===== config.mk =====
export PLATFORM = sky130hd
export DESIGN_NAME = clkpm_ctrl
export DESIGN_NICKNAME = d
export VERILOG_FILES = /design/src/rtl/clkpm_pkg.sv /design/src/rtl/clkpm_wake_det.sv /design/src/rtl/clkpm_ctl_regs.sv /design/src/rtl/clkpm_mode_fsm.sv /design/src/rtl/clkpm_ctrl.sv
export SDC_FILE = /design/constraint.sdc
export NUM_CORES = 1
export LEC_CHECK = 0
export BUFFER_PORTS_ARGS = -buffer_cell sky130_fd_sc_hd__buf_2
export CORE_MARGIN = 2
export CORE_UTILIZATION = 48
export DETAILED_ROUTE_END_ITERATION = 8
export GPL_TIMING_DRIVEN = 0
export PLACE_DENSITY = 0.76
export SKIP_CTS_REPAIR_TIMING = 1
export SLEW_MARGIN = 20
export SYNTH_ARGS = -nofsm -noshare
export SYNTH_HDL_FRONTEND = slang
export SYNTH_SLANG_ARGS = --single-unit

===== constraint.sdc =====
create_clock -name clk -period 1.5 [get_ports clk]
set_input_delay 0 -clock clk [delete_from_list [all_inputs] [get_ports clk]]
set_output_delay 0 -clock clk [all_outputs]
set_load 0.01 [all_outputs]

===== src/rtl/clkpm_pkg.sv =====
package clkpm_pkg;
  typedef enum logic [1:0] {
    MD_DIRECT = 2'd0,
    MD_RUN    = 2'd1,
    MD_HALT   = 2'd2
  } pm_mode_t;
endpackage


===== src/rtl/clkpm_wake_det.sv =====
module clkpm_wake_det #(
  parameter int NWAKE = 4
) (
  input  logic             clk,
  input  logic             rst,
  input  logic [NWAKE-1:0] evt_i,
  input  logic [NWAKE-1:0] en_i,
  output logic             hit_o
);
  logic [NWAKE-1:0] edge_hit;

  // each line: two-flop synchroniser, then rising-edge detect
  for (genvar i = 0; i < NWAKE; i++) begin : g_line
    logic s1, s2, prev;
    always_ff @(posedge clk) begin
      if (rst) begin
        s1   <= 1'b0;
        s2   <= 1'b0;
        prev <= 1'b0;
      end else begin
        s1   <= evt_i[i];
        s2   <= s1;
        prev <= s2;
      end
    end
    assign edge_hit[i] = s2 & ~prev & en_i[i];
  end

  assign hit_o = |edge_hit;

  AST_MASKED_SILENT: assert property (@(posedge clk) disable iff (rst)
    (en_i == '0) |-> !hit_o);
endmodule


===== src/rtl/clkpm_ctl_regs.sv =====
module clkpm_ctl_regs
  import clkpm_pkg::*;
#(
  parameter int DIVW     = 4,
  parameter int DEF_HDIV = 2,
  parameter int DEF_PDIV = 4
) (
  input  logic            clk,
  input  logic            rst,
  input  logic            we_i,
  input  logic            run_i,
  input  logic            stop_i,
  input  logic            pll_i,
  input  logic [DIVW-1:0] hdiv_i,
  input  logic [DIVW-1:0] pdiv_i,
  input  pm_mode_t        mode_i,
  input  logic            halt_take_i,
  output logic            run_q,
  output logic            stop_q,
  output logic            armed_q,
  output logic            pll_en_q,
  output logic [DIVW-1:0] hdiv_q,
  output logic [DIVW-1:0] pdiv_q
);
  localparam logic [DIVW-1:0] HDIV_RST = DIVW'(DEF_HDIV);
  localparam logic [DIVW-1:0] PDIV_RST = DIVW'(DEF_PDIV);

  logic cfg_open;
  assign cfg_open = we_i && (mode_i == MD_DIRECT);

  always_ff @(posedge clk) begin
    if (rst) begin
      run_q   <= 1'b0;
      stop_q  <= 1'b0;
      armed_q <= 1'b0;
    end else begin
      if (we_i) begin
        run_q   <= run_i;
        stop_q  <= stop_i;
        // arming needs a 0 -> 1 change of the stop bit
        armed_q <= stop_i & (armed_q | ~stop_q);
      end
      if (halt_take_i) armed_q <= 1'b0;
    end
  end

  always_ff @(posedge clk) begin
    if (rst) begin
      pll_en_q <= 1'b0;
      hdiv_q   <= HDIV_RST;
      pdiv_q   <= PDIV_RST;
    end else if (cfg_open) begin
      pll_en_q <= pll_i;
      if (hdiv_i != '0) hdiv_q <= hdiv_i;
      if (pdiv_i != '0) pdiv_q <= pdiv_i;
    end
  end

  AST_PLL_DIRECT_ONLY: assert property (@(posedge clk) disable iff (rst)
    (mode_i != MD_DIRECT) |=> $stable(pll_en_q));
  AST_DIV_DIRECT_ONLY: assert property (@(posedge clk) disable iff (rst)
    (mode_i != MD_DIRECT) |=> ($stable(hdiv_q) && $stable(pdiv_q)));
  AST_DIV_NONZERO: assert property (@(posedge clk) disable iff (rst)
    (hdiv_q != '0) && (pdiv_q != '0));
  AST_REARM_NEEDS_ZERO: assert property (@(posedge clk) disable iff (rst)
    $rose(armed_q) |-> !$past(stop_q));
endmodule


===== src/rtl/clkpm_mode_fsm.sv =====
module clkpm_mode_fsm
  import clkpm_pkg::*;
#(
  parameter int DIVW = 4
) (
  input  logic            clk,
  input  logic            rst,
  input  logic            run_q,
  input  logic            armed_q,
  input  logic            pll_en_q,
  input  logic            pll_lock_i,
  input  logic            wake_hit_i,
  input  logic [DIVW-1:0] hdiv_q,
  input  logic [DIVW-1:0] pdiv_q,
  output pm_mode_t        mode_q,
  output logic            halt_take_o,
  output logic            cpu_src_pll_o,
  output logic            clk_gate_en_o,
  output logic            sysclk_en_o,
  output logic [DIVW-1:0] hdiv_o,
  output logic [DIVW-1:0] pdiv_o
);
  localparam logic [DIVW-1:0] DIV_ONE = DIVW'(1);

  pm_mode_t mode_nxt;

  always_comb begin
    mode_nxt    = mode_q;
    halt_take_o = 1'b0;
    unique case (mode_q)
      MD_RUN:    if (!run_q) mode_nxt = MD_DIRECT;
      MD_DIRECT: begin
        if (armed_q) begin
          mode_nxt    = MD_HALT;
          halt_take_o = 1'b1;
        end else if (run_q && pll_en_q && pll_lock_i) begin
          mode_nxt = MD_RUN;
        end
      end
      MD_HALT:   if (wake_hit_i) mode_nxt = MD_DIRECT;
      default:   mode_nxt = MD_DIRECT;
    endcase
  end

  // outputs registered from the next mode so they move with mode_q
  always_ff @(posedge clk) begin
    if (rst) begin
      mode_q        <= MD_DIRECT;
      cpu_src_pll_o <= 1'b0;
      clk_gate_en_o <= 1'b1;
      sysclk_en_o   <= 1'b1;
      hdiv_o        <= DIV_ONE;
      pdiv_o        <= DIV_ONE;
    end else begin
      mode_q        <= mode_nxt;
      cpu_src_pll_o <= (mode_nxt == MD_RUN);
      clk_gate_en_o <= (mode_nxt != MD_HALT);
      sysclk_en_o   <= (mode_nxt != MD_HALT);
      hdiv_o        <= (mode_nxt == MD_RUN) ? hdiv_q : DIV_ONE;
      pdiv_o        <= (mode_nxt == MD_RUN) ? pdiv_q : DIV_ONE;
    end
  end

  AST_NO_RUN_TO_HALT: assert property (@(posedge clk) disable iff (rst)
    (mode_q == MD_RUN) |=> (mode_q != MD_HALT));
  AST_NO_HALT_TO_RUN: assert property (@(posedge clk) disable iff (rst)
    (mode_q == MD_HALT) |=> (mode_q != MD_RUN));
  AST_HALT_GATED: assert property (@(posedge clk) disable iff (rst)
    (mode_q == MD_HALT) |-> (!clk_gate_en_o && !sysclk_en_o && !cpu_src_pll_o));
  AST_WAKE_TO_DIRECT: assert property (@(posedge clk) disable iff (rst)
    (mode_q == MD_HALT && wake_hit_i) |=> (mode_q == MD_DIRECT));
  AST_RUN_NEEDS_LOCK: assert property (@(posedge clk) disable iff (rst)
    (mode_q == MD_DIRECT && !pll_lock_i) |=> (mode_q != MD_RUN));
  AST_RUN_USES_PLL: assert property (@(posedge clk) disable iff (rst)
    (mode_q == MD_RUN) |-> (cpu_src_pll_o && clk_gate_en_o));
endmodule


===== src/rtl/clkpm_ctrl.sv =====
module clkpm_ctrl
  import clkpm_pkg::*;
#(
  parameter int NWAKE    = 4,
  parameter int DIVW     = 4,
  parameter int DEF_HDIV = 2,
  parameter int DEF_PDIV = 4
) (
  input  logic             clk,
  input  logic             rst,
  input  logic             ctl_we,
  input  logic             ctl_run,
  input  logic             ctl_stop,
  input  logic             ctl_pll_on,
  input  logic [DIVW-1:0]  ctl_hdiv,
  input  logic [DIVW-1:0]  ctl_pdiv,
  output logic             run_rd,
  output logic             stop_rd,
  output logic             pll_en_o,
  input  logic             pll_lock_i,
  input  logic [NWAKE-1:0] wake_evt_i,
  input  logic [NWAKE-1:0] wake_en_i,
  output logic [1:0]       mode_o,
  output logic             cpu_src_pll_o,
  output logic             clk_gate_en_o,
  output logic             sysclk_en_o,
  output logic [DIVW-1:0]  hdiv_o,
  output logic [DIVW-1:0]  pdiv_o
);
  pm_mode_t        mode_q;
  logic            halt_take, armed_q, wake_hit;
  logic [DIVW-1:0] hdiv_q, pdiv_q;

  clkpm_ctl_regs #(.DIVW(DIVW), .DEF_HDIV(DEF_HDIV), .DEF_PDIV(DEF_PDIV)) u_regs (
    .clk(clk), .rst(rst), .we_i(ctl_we), .run_i(ctl_run), .stop_i(ctl_stop),
    .pll_i(ctl_pll_on), .hdiv_i(ctl_hdiv), .pdiv_i(ctl_pdiv), .mode_i(mode_q),
    .halt_take_i(halt_take), .run_q(run_rd), .stop_q(stop_rd), .armed_q(armed_q),
    .pll_en_q(pll_en_o), .hdiv_q(hdiv_q), .pdiv_q(pdiv_q)
  );

  clkpm_wake_det #(.NWAKE(NWAKE)) u_wake (
    .clk(clk), .rst(rst), .evt_i(wake_evt_i), .en_i(wake_en_i), .hit_o(wake_hit)
  );

  clkpm_mode_fsm #(.DIVW(DIVW)) u_fsm (
    .clk(clk), .rst(rst), .run_q(run_rd), .armed_q(armed_q), .pll_en_q(pll_en_o),
    .pll_lock_i(pll_lock_i), .wake_hit_i(wake_hit), .hdiv_q(hdiv_q), .pdiv_q(pdiv_q),
    .mode_q(mode_q), .halt_take_o(halt_take), .cpu_src_pll_o(cpu_src_pll_o),
    .clk_gate_en_o(clk_gate_en_o), .sysclk_en_o(sysclk_en_o),
    .hdiv_o(hdiv_o), .pdiv_o(pdiv_o)
  );

  assign mode_o = mode_q;
endmodule


==> run_results.csv, run 1 <==
group,metric,value,unit
cells_and_area,final_net_count,199,
logic_synthesis,syn-num-nets,139,
logic_synthesis,synthCells,116,
logic_synthesis,synth.distinct_cells,28,
setup_path,endpoint_kind,"flip-flop",
setup_path,timing_worst_setup_path_type,"flip-flop to flip-flop",
floorplan,dieArea,2920,sq um
sta,hold_ws,-0.00220,ns
run,maxCapViolCount,0,
worst_hold_path,holdPathStages,2,
sta,hold_viol,1,
power_and_ir_drop,power_density,1130,nW/um^2
cells_and_area,areaGrowthSynthToFinish,38.6,%
clock_tree,insertion_delay,0.34,ns
power_and_ir_drop,irDropWorstVdd,0.000731,V
outcome,status,"finished, violations left",
sta,rsz0062_at_grt,"false",
clock_tree,htree_levels,2,
sta,final.setup.tns,0,ns
floorplan,placementRows,18,
detailed_routing,post_drt_wl_per_cell,11.3,microns
cells_and_area,multi_input_area,449,sq um
placement,placed_cells,183,
sta,worstMarginPinSlew,0.580,ns
setup_path,cp_data_arrival_time,1.53,ns
placement,hpwl,1540,microns
detailed_routing,drtIter0Drc,9,
logic_synthesis,synth_top_cell_by_area,"dfxtp_1",
cells_and_area,final_common_cell,"buf_2",
setup_path,cp-start-kind,"flip-flop",
logic_synthesis,ys_warn_count,0,
power_and_ir_drop,p_leak,0.743,nW
clock_tree,cts_max_path_buffers,2,
clock_tree,clock-sinks,36,
global_routing,grt_max_degree,13,
setup_path,worstPathRequired,1.73,ns
cells_and_area,diodes,0,
setup_path,timing.rr.start,"u_fsm.mode_q[0]",
clock_tree,clockRootBuffer,"clkbuf_4",
logic_synthesis,synth-seq-cells,36,
sta,fin_ws,0.195,ns
cells_and_area,final_layout_size_suffix_gt1_share,28.8,%
detailed_routing,viasPerCell,4.81,
global_routing,grtUsageTotal,17.1,%
sta,period_minus_slack,1.30,ns
worst_hold_path,hp-start,"rst",
cells_and_area,final_cell_mix,"buf_2, dfxtp_1, dlygate4sd3_1",
setup_path,r2r_slack,0.20,ns
placement,numPortBuffers,37,
sta,slew_headroom,61.0,%
global_routing,overflow,0,
worst_hold_path,hold_end,"u_wake.g_line[0].prev",
detailed_routing,vias,995,
outcome,violations,"negative hold slack",
floorplan,coreArea,2430,sq um
sta,setup_viol,0,
setup_path,cp_max_fo,9,
worst_hold_path,holdCritPathClass,"input port to flip-flop",
logic_synthesis,synth.cell_area,1200,sq um
placement,post-place-ws,0.196,ns
detailed_routing,wirelength,2340,microns
logic_synthesis,ys_top_cells_by_area,"dfxtp_1, nor2b_1, nand2_1",
setup_path,r2r_end,"u_regs.hdiv_q[0]",
floorplan,die_y,54.0,microns
sta,finClkSkew,0.00720,ns
detailed_routing,firstDrtPassIters,4,
cells_and_area,regArea,721,sq um
floorplan,io_pins,39,
floorplan,initial_core_util,49.3,%
logic_synthesis,synth.avg_cell_area,10.3,sq um
floorplan,die_w,54.0,microns
global_routing,grt_pass1_wl,3460,microns
detailed_routing,route.detailed.drc,0,
clock_tree,cts_buffers,5,
placement,routabilityCongestion,0.718,
setup_path,reg2regPathDepth,4,
detailed_routing,ant_nets,0,
clock_tree,clkTransAtPathRegs,0.11,ns
cells_and_area,finalNonFillerCells,207,
sta,final.period_utilization,87.0,%
global_routing,antenna_found_initial,0,
global_routing,grt_pass1_vias,859,
logic_synthesis,yosysSeqAreaShare,60.1,%
cells_and_area,n_fill_cell,214,
sta,final_max_slew_viol_count,0,
sta,fmax,0.766,GHz
logic_synthesis,synth_top_area_share,60.1,%
clock_tree,cts_tree,"built",
## stage by stage
step	utilization [%]	total power, W	instance area (sq um)	hold WS [ns]
final	68.4	0.00187	1660	-0.00220
after global routing	68.4	0.00195	1660	0.0304
after CTS	61.8	0.00185	1500	-0.149
after detailed placement	58.5	0.00119	1420	0.217
after global placement	58.5	0.00118	1420	0.208
after floorplan	-	0.00112	1200	0.120
## routing by layer
layer | GRT usage [%] | vias to the layer above | share of wire, %
met4 | 8.33 | 0 | 0.90
met1 | 16.3 | 447 | 42
met5 | 0 | - | 0
met2 | 29.7 | 34 | 51
met3 | 9.17 | 4 | 6.8
li1 | - | 510 | -
## synth_stat cells
cell / number
o211ai_1: 1
or3b_1: 1
o31ai_1: 1
buf_4: 1
o21ai_2: 1
nand2_1: 15
o31a_1: 1
and2_1: 6
o211a_2: 1
nor3b_4: 1
nand3b_1: 1
nor4_2: 1
o22ai_1: 1
dfxtp_1: 36
clkbuf_1: 3
o21ai_1: 7
nor2_1: 6
nand2b_1: 2
and3b_1: 1
nor4_1: 1
a211oi_1: 1
buf_6: 1
a21oi_1: 8
o21ai_0: 1
or4b_1: 1
mux2i_1: 2
nor2b_1: 13
o211a_1: 1
## logic make-up (layout without fill, tap and decap cells)
family                 count (synthesis)  count (layout)  share of synthesized area [%]
muxes                                  2               2                           1.67
AOI/OAI and AO/OA                     24              24                           12.2
DFF                                   36              36                           60.1
and+or+nand+nor                       49              49                           23.6
buffers and inverters                  5              66                           2.50
## sequential cells by signal, indices dropped and copies added, names as in the netlist
signal               flops
u_fsm.hdiv_o             4
u_fsm.pdiv_o             4
u_regs.hdiv_q            4
u_regs.pdiv_q            4
u_wake.g_line.prev       4
u_wake.g_line.s1         4
u_wake.g_line.s2         4
u_fsm.mode_q             2
u_fsm.clk_gate_en_o      1
u_fsm.cpu_src_pll_o      1
u_regs.armed_q           1
u_regs.pll_en_q          1
u_regs.run_q             1
u_regs.stop_q            1
## worst max-delay path by stage
stage,startpoint,end,slack (ns),cells past startpoint
detailed placement,u_fsm.mode_q[0],u_regs.hdiv_q[0],0.20,4
CTS,u_fsm.mode_q[0],u_regs.hdiv_q[0],0.19,4
floorplan,u_fsm.mode_q[0],u_regs.pdiv_q[0],0.26,4
global route,u_fsm.mode_q[0],u_regs.hdiv_q[0],0.11,4
global placement,u_fsm.mode_q[0],u_regs.hdiv_q[0],0.24,4
finish,u_fsm.mode_q[0],u_regs.hdiv_q[0],0.20,4
## report_power, final
group | internal, W | switching (W) | total (W)
registers | 0.000995 | 0.0000204 | 0.00102
logic | 0.000101 | 0.0000780 | 0.000179
clock network | 0.000347 | 0.000330 | 0.000677
total | 0.00144 | 0.000428 | 0.00187
## worst max-delay path, cell delays in order, from the launching register on
cell and delay, ns:
dfxtp_1 0.41, or3b_1 0.41, buf_6 0.15, o21ai_1 0.14, a21oi_1 0.08
## final cells by class
type / instances / share of cell area [%]
buffer: 5 / 1.81
clock buffer: 5 / 2.26
clock inverter: 3 / 2.56
multi-input combinational: 75 / 27.0
sequential: 36 / 43.3
tap: 30 / 2.26
timing repair buffer: 53 / 20.8
(Power assumes the default switching activity.)
==> inputs of run 2 (changes only) <==
--- a/config.mk
+++ b/config.mk
@@ -5,6 +5,7 @@
 export SDC_FILE = /design/constraint.sdc
 export NUM_CORES = 1
 export LEC_CHECK = 0
+export ABC_AREA = 1
 export BUFFER_PORTS_ARGS = -buffer_cell sky130_fd_sc_hd__buf_2
 export CORE_MARGIN = 2
 export CORE_UTILIZATION = 48
==> run 2 against run 1 <==
Net effect: the flow still finishes with violations (negative hold slack); sequential power hardly changed; via count rose by 8.1%; critical path depth unchanged; clock skew grew 0.0069 ns; final area increased by 3.1%; largest power group unchanged; clock-buffer cell count rose by 2; first-iteration DRC count shrank 11%; cell count grew 17%; highest routed layer unchanged.
==> run_results.csv, run 2 <==
group,metric,value,unit
logic_synthesis,synthFlopType,"dfxtp_1",
clock_tree,clock-sinks,36,
logic_synthesis,synth.cell_area,1230,sq um
cells_and_area,finalNonFillerCells,243,
logic_synthesis,netlist_top_cells_count,"dfxtp_1, inv_1, nor2_1, nand2_1, nand3_1",
clock_tree,cts_max_path_buffers,2,
clock_tree,cts_buffers,5,
logic_synthesis,yosys.area_share.simple,23.5,%
cells_and_area,final_cell_mix,"buf_2, dfxtp_1, inv_1",
power_and_ir_drop,power_density,1140,nW/um^2
setup_path,timing_worst_setup_path_type,"flip-flop to flip-flop",
floorplan,dieArea,2990,sq um
logic_synthesis,synthAdderAreaFrac,0,%
floorplan,die_w,54.6,microns
logic_synthesis,ys_warn_count,0,
logic_synthesis,synth_xor_area_share,0,%
logic_synthesis,synthMuxAreaShare,0,%
setup_path,r2r_end,"u_regs.armed_q",
detailed_routing,route.detailed.drc,0,
setup_path,r2r_slack,0.19,ns
sta,fmax,0.766,GHz
placement,hpwl,1720,microns
placement,placed_cells,219,
global_routing,overflow,0,
cells_and_area,final_net_count,235,
logic_synthesis,syn-num-nets,174,
sta,final.period_utilization,87.1,%
sta,final.setup.tns,0,ns
logic_synthesis,synth_compound_area_share,5.89,%
setup_path,reg2regPathDepth,4,
logic_synthesis,synth_top_family_by_area,"simple AND/OR/NAND/NOR gates",
detailed_routing,viasPerCell,4.43,
logic_synthesis,synth_top_cell_by_area,"dfxtp_1",
power_and_ir_drop,p_leak,0.854,nW
detailed_routing,wirelength,2400,microns
cells_and_area,final_layout_size_suffix_gt1_share,27.2,%
floorplan,coreArea,2450,sq um
logic_synthesis,synth.avg_cell_area,8.15,sq um
setup_path,critPathBufInv,2,
clock_tree,cts_tree,"built",
detailed_routing,post_drt_wl_per_cell,9.86,microns
clock_tree,clockRootBuffer,"clkbuf_4",
floorplan,initial_core_util,50.2,%
sta,slew_headroom,85.1,%
sta,finClkSkew,0.0141,ns
logic_synthesis,synthCells,151,
placement,routabilityCongestion,0.736,
cells_and_area,final_common_cell,"buf_2",
sta,worstMarginPinSlew,0.221,ns
cells_and_area,areaGrowthSynthToFinish,39.2,%
global_routing,grt_max_degree,12,
sta,hold_ws,-0.0172,ns
setup_path,slowest_stage,"dlygate4sd3_1",
setup_path,cp-start-kind,"flip-flop",
logic_synthesis,synth-seq-cells,36,
floorplan,placementRows,18,
outcome,status,"finished, violations left",
logic_synthesis,synth_top_area_share,58.5,%
clock_tree,clkTransAtPathRegs,0.11,ns
cells_and_area,regArea,721,sq um
floorplan,io_pins,39,
setup_path,worstPathRequired,1.75,ns
worst_hold_path,hold_end,"u_fsm.clk_gate_en_o",
cells_and_area,multi_input_area,362,sq um
setup_path,cp_data_arrival_time,1.56,ns
setup_path,crit_chain,"inv_1, nand3_1, dlygate4sd3_1, a211oi_1",
detailed_routing,ant_nets,0,
sta,rsz0062_at_grt,"false",
floorplan,die_y,54.6,microns
sta,period_minus_slack,1.31,ns
setup_path,endpoint_kind,"flip-flop",
clock_tree,htree_levels,2,
outcome,violations,"negative hold slack",
logic_synthesis,yosysSeqAreaShare,58.5,%
detailed_routing,drtIter0Drc,8,
setup_path,path_delay_family,"buffers and inverters",
global_routing,grt_pass1_vias,942,
logic_synthesis,synth_edf_count,0,
logic_synthesis,synth.distinct_cells,18,
sta,setup_viol,0,
global_routing,antenna_found_initial,0,
global_routing,grtUsageTotal,18.4,%
clock_tree,insertion_delay,0.33,ns
setup_path,slowest_delay,0.55,ns
global_routing,grt_pass1_wl,3800,microns
detailed_routing,firstDrtPassIters,4,
worst_hold_path,hp-start,"rst",
logic_synthesis,ys_top_cells_by_area,"dfxtp_1, inv_1, nor2_1",
logic_synthesis,yosysMostFrequentCell,"dfxtp_1",
sta,hold_viol,3,
worst_hold_path,holdPathStages,3,
power_and_ir_drop,irDropWorstVdd,0.000929,V
detailed_routing,vias,1076,
run,maxCapViolCount,0,
logic_synthesis,async_flop_share,0,%
setup_path,timing.rr.start,"u_regs.stop_q",
cells_and_area,diodes,0,
placement,numPortBuffers,38,
cells_and_area,n_fill_cell,206,
worst_hold_path,holdCritPathClass,"input port to flip-flop",
sta,final_max_slew_viol_count,0,
setup_path,cp_max_fo,2,
run 2: changes by cell type after synthesis, sizes merged, moves of 3 or more:
cell	change
inv	+32
nor2	+24
nand3	+13
nor2b	-13
and2	-6
nand2	+4
o21ai	-4
clkbuf	-3
run 2: how the worst max path moves through the flow:
stage                         from               to  slack (ns)  depth (start not counted)
detailed placement  u_regs.armed_q  u_fsm.hdiv_o[0]        0.37                          5
CTS                 u_regs.armed_q  u_fsm.pdiv_o[0]        0.34                          5
global route         u_regs.stop_q   u_regs.armed_q        0.11                          4
global placement    u_regs.armed_q  u_fsm.pdiv_o[0]        0.38                          5
finish               u_regs.stop_q   u_regs.armed_q        0.19                          4
floorplan             u_regs.run_q  u_fsm.hdiv_o[0]        0.42                          4
run 2: layout make-up:
cell class              instances  share of cell area [%]
plain buffers                   4                    1.68
clock buffers                   7                    3.80
clock inverters                 1                    1.75
inverters                      32                    7.01
multi-input cells              79                    21.1
flip-flops and latches         36                    42.0
well taps                      30                    2.19
repair buffers                 54                    20.4
run 2: through the flow:
step	setup slack, ns	utilization [%]	hold WS (ns)	total power (W)	area, sq um
detailed placement	0.374	59.4	0.205	0.00120	1460
floorplan	0.417	-	0.107	0.00113	1230
global route	0.114	69.8	0.00227	0.00205	1710
finish	0.194	69.8	-0.0172	0.00195	1710
global placement	0.384	59.4	0.198	0.00119	1460
CTS	0.336	63.3	-0.153	0.00194	1550
run 2: tightest hold or removal path, stage by stage:
cell	delay, ns
buf_2	0.09
inv_1	0.10
o21ai_0	0.09
run 2: report_power, final:
part / switching, W / total [W] / internal, W
Combinational: 0.0000960 / 0.000194 / 0.0000981
Clock: 0.000302 / 0.000744 / 0.000443
Sequential: 0.0000190 / 0.00102 / 0.000996
run 2: layer usage:
| metal | vias up | track usage (%) | part of all wire (%) |
|---|---|---|---|
| li1 | 572 | - | - |
| met1 | 476 | 19.2 | 41 |
| met2 | 26 | 31.9 | 53 |
| met3 | 2 | 8.20 | 5.4 |
| met4 | 0 | 7.50 | 0.50 |
| met5 | - | 0 | 0 |
run 2: cells by family after synthesis:
kind of cell,after synthesis
simple gates,65
flops,36
buf+inv,36
compound gates,14
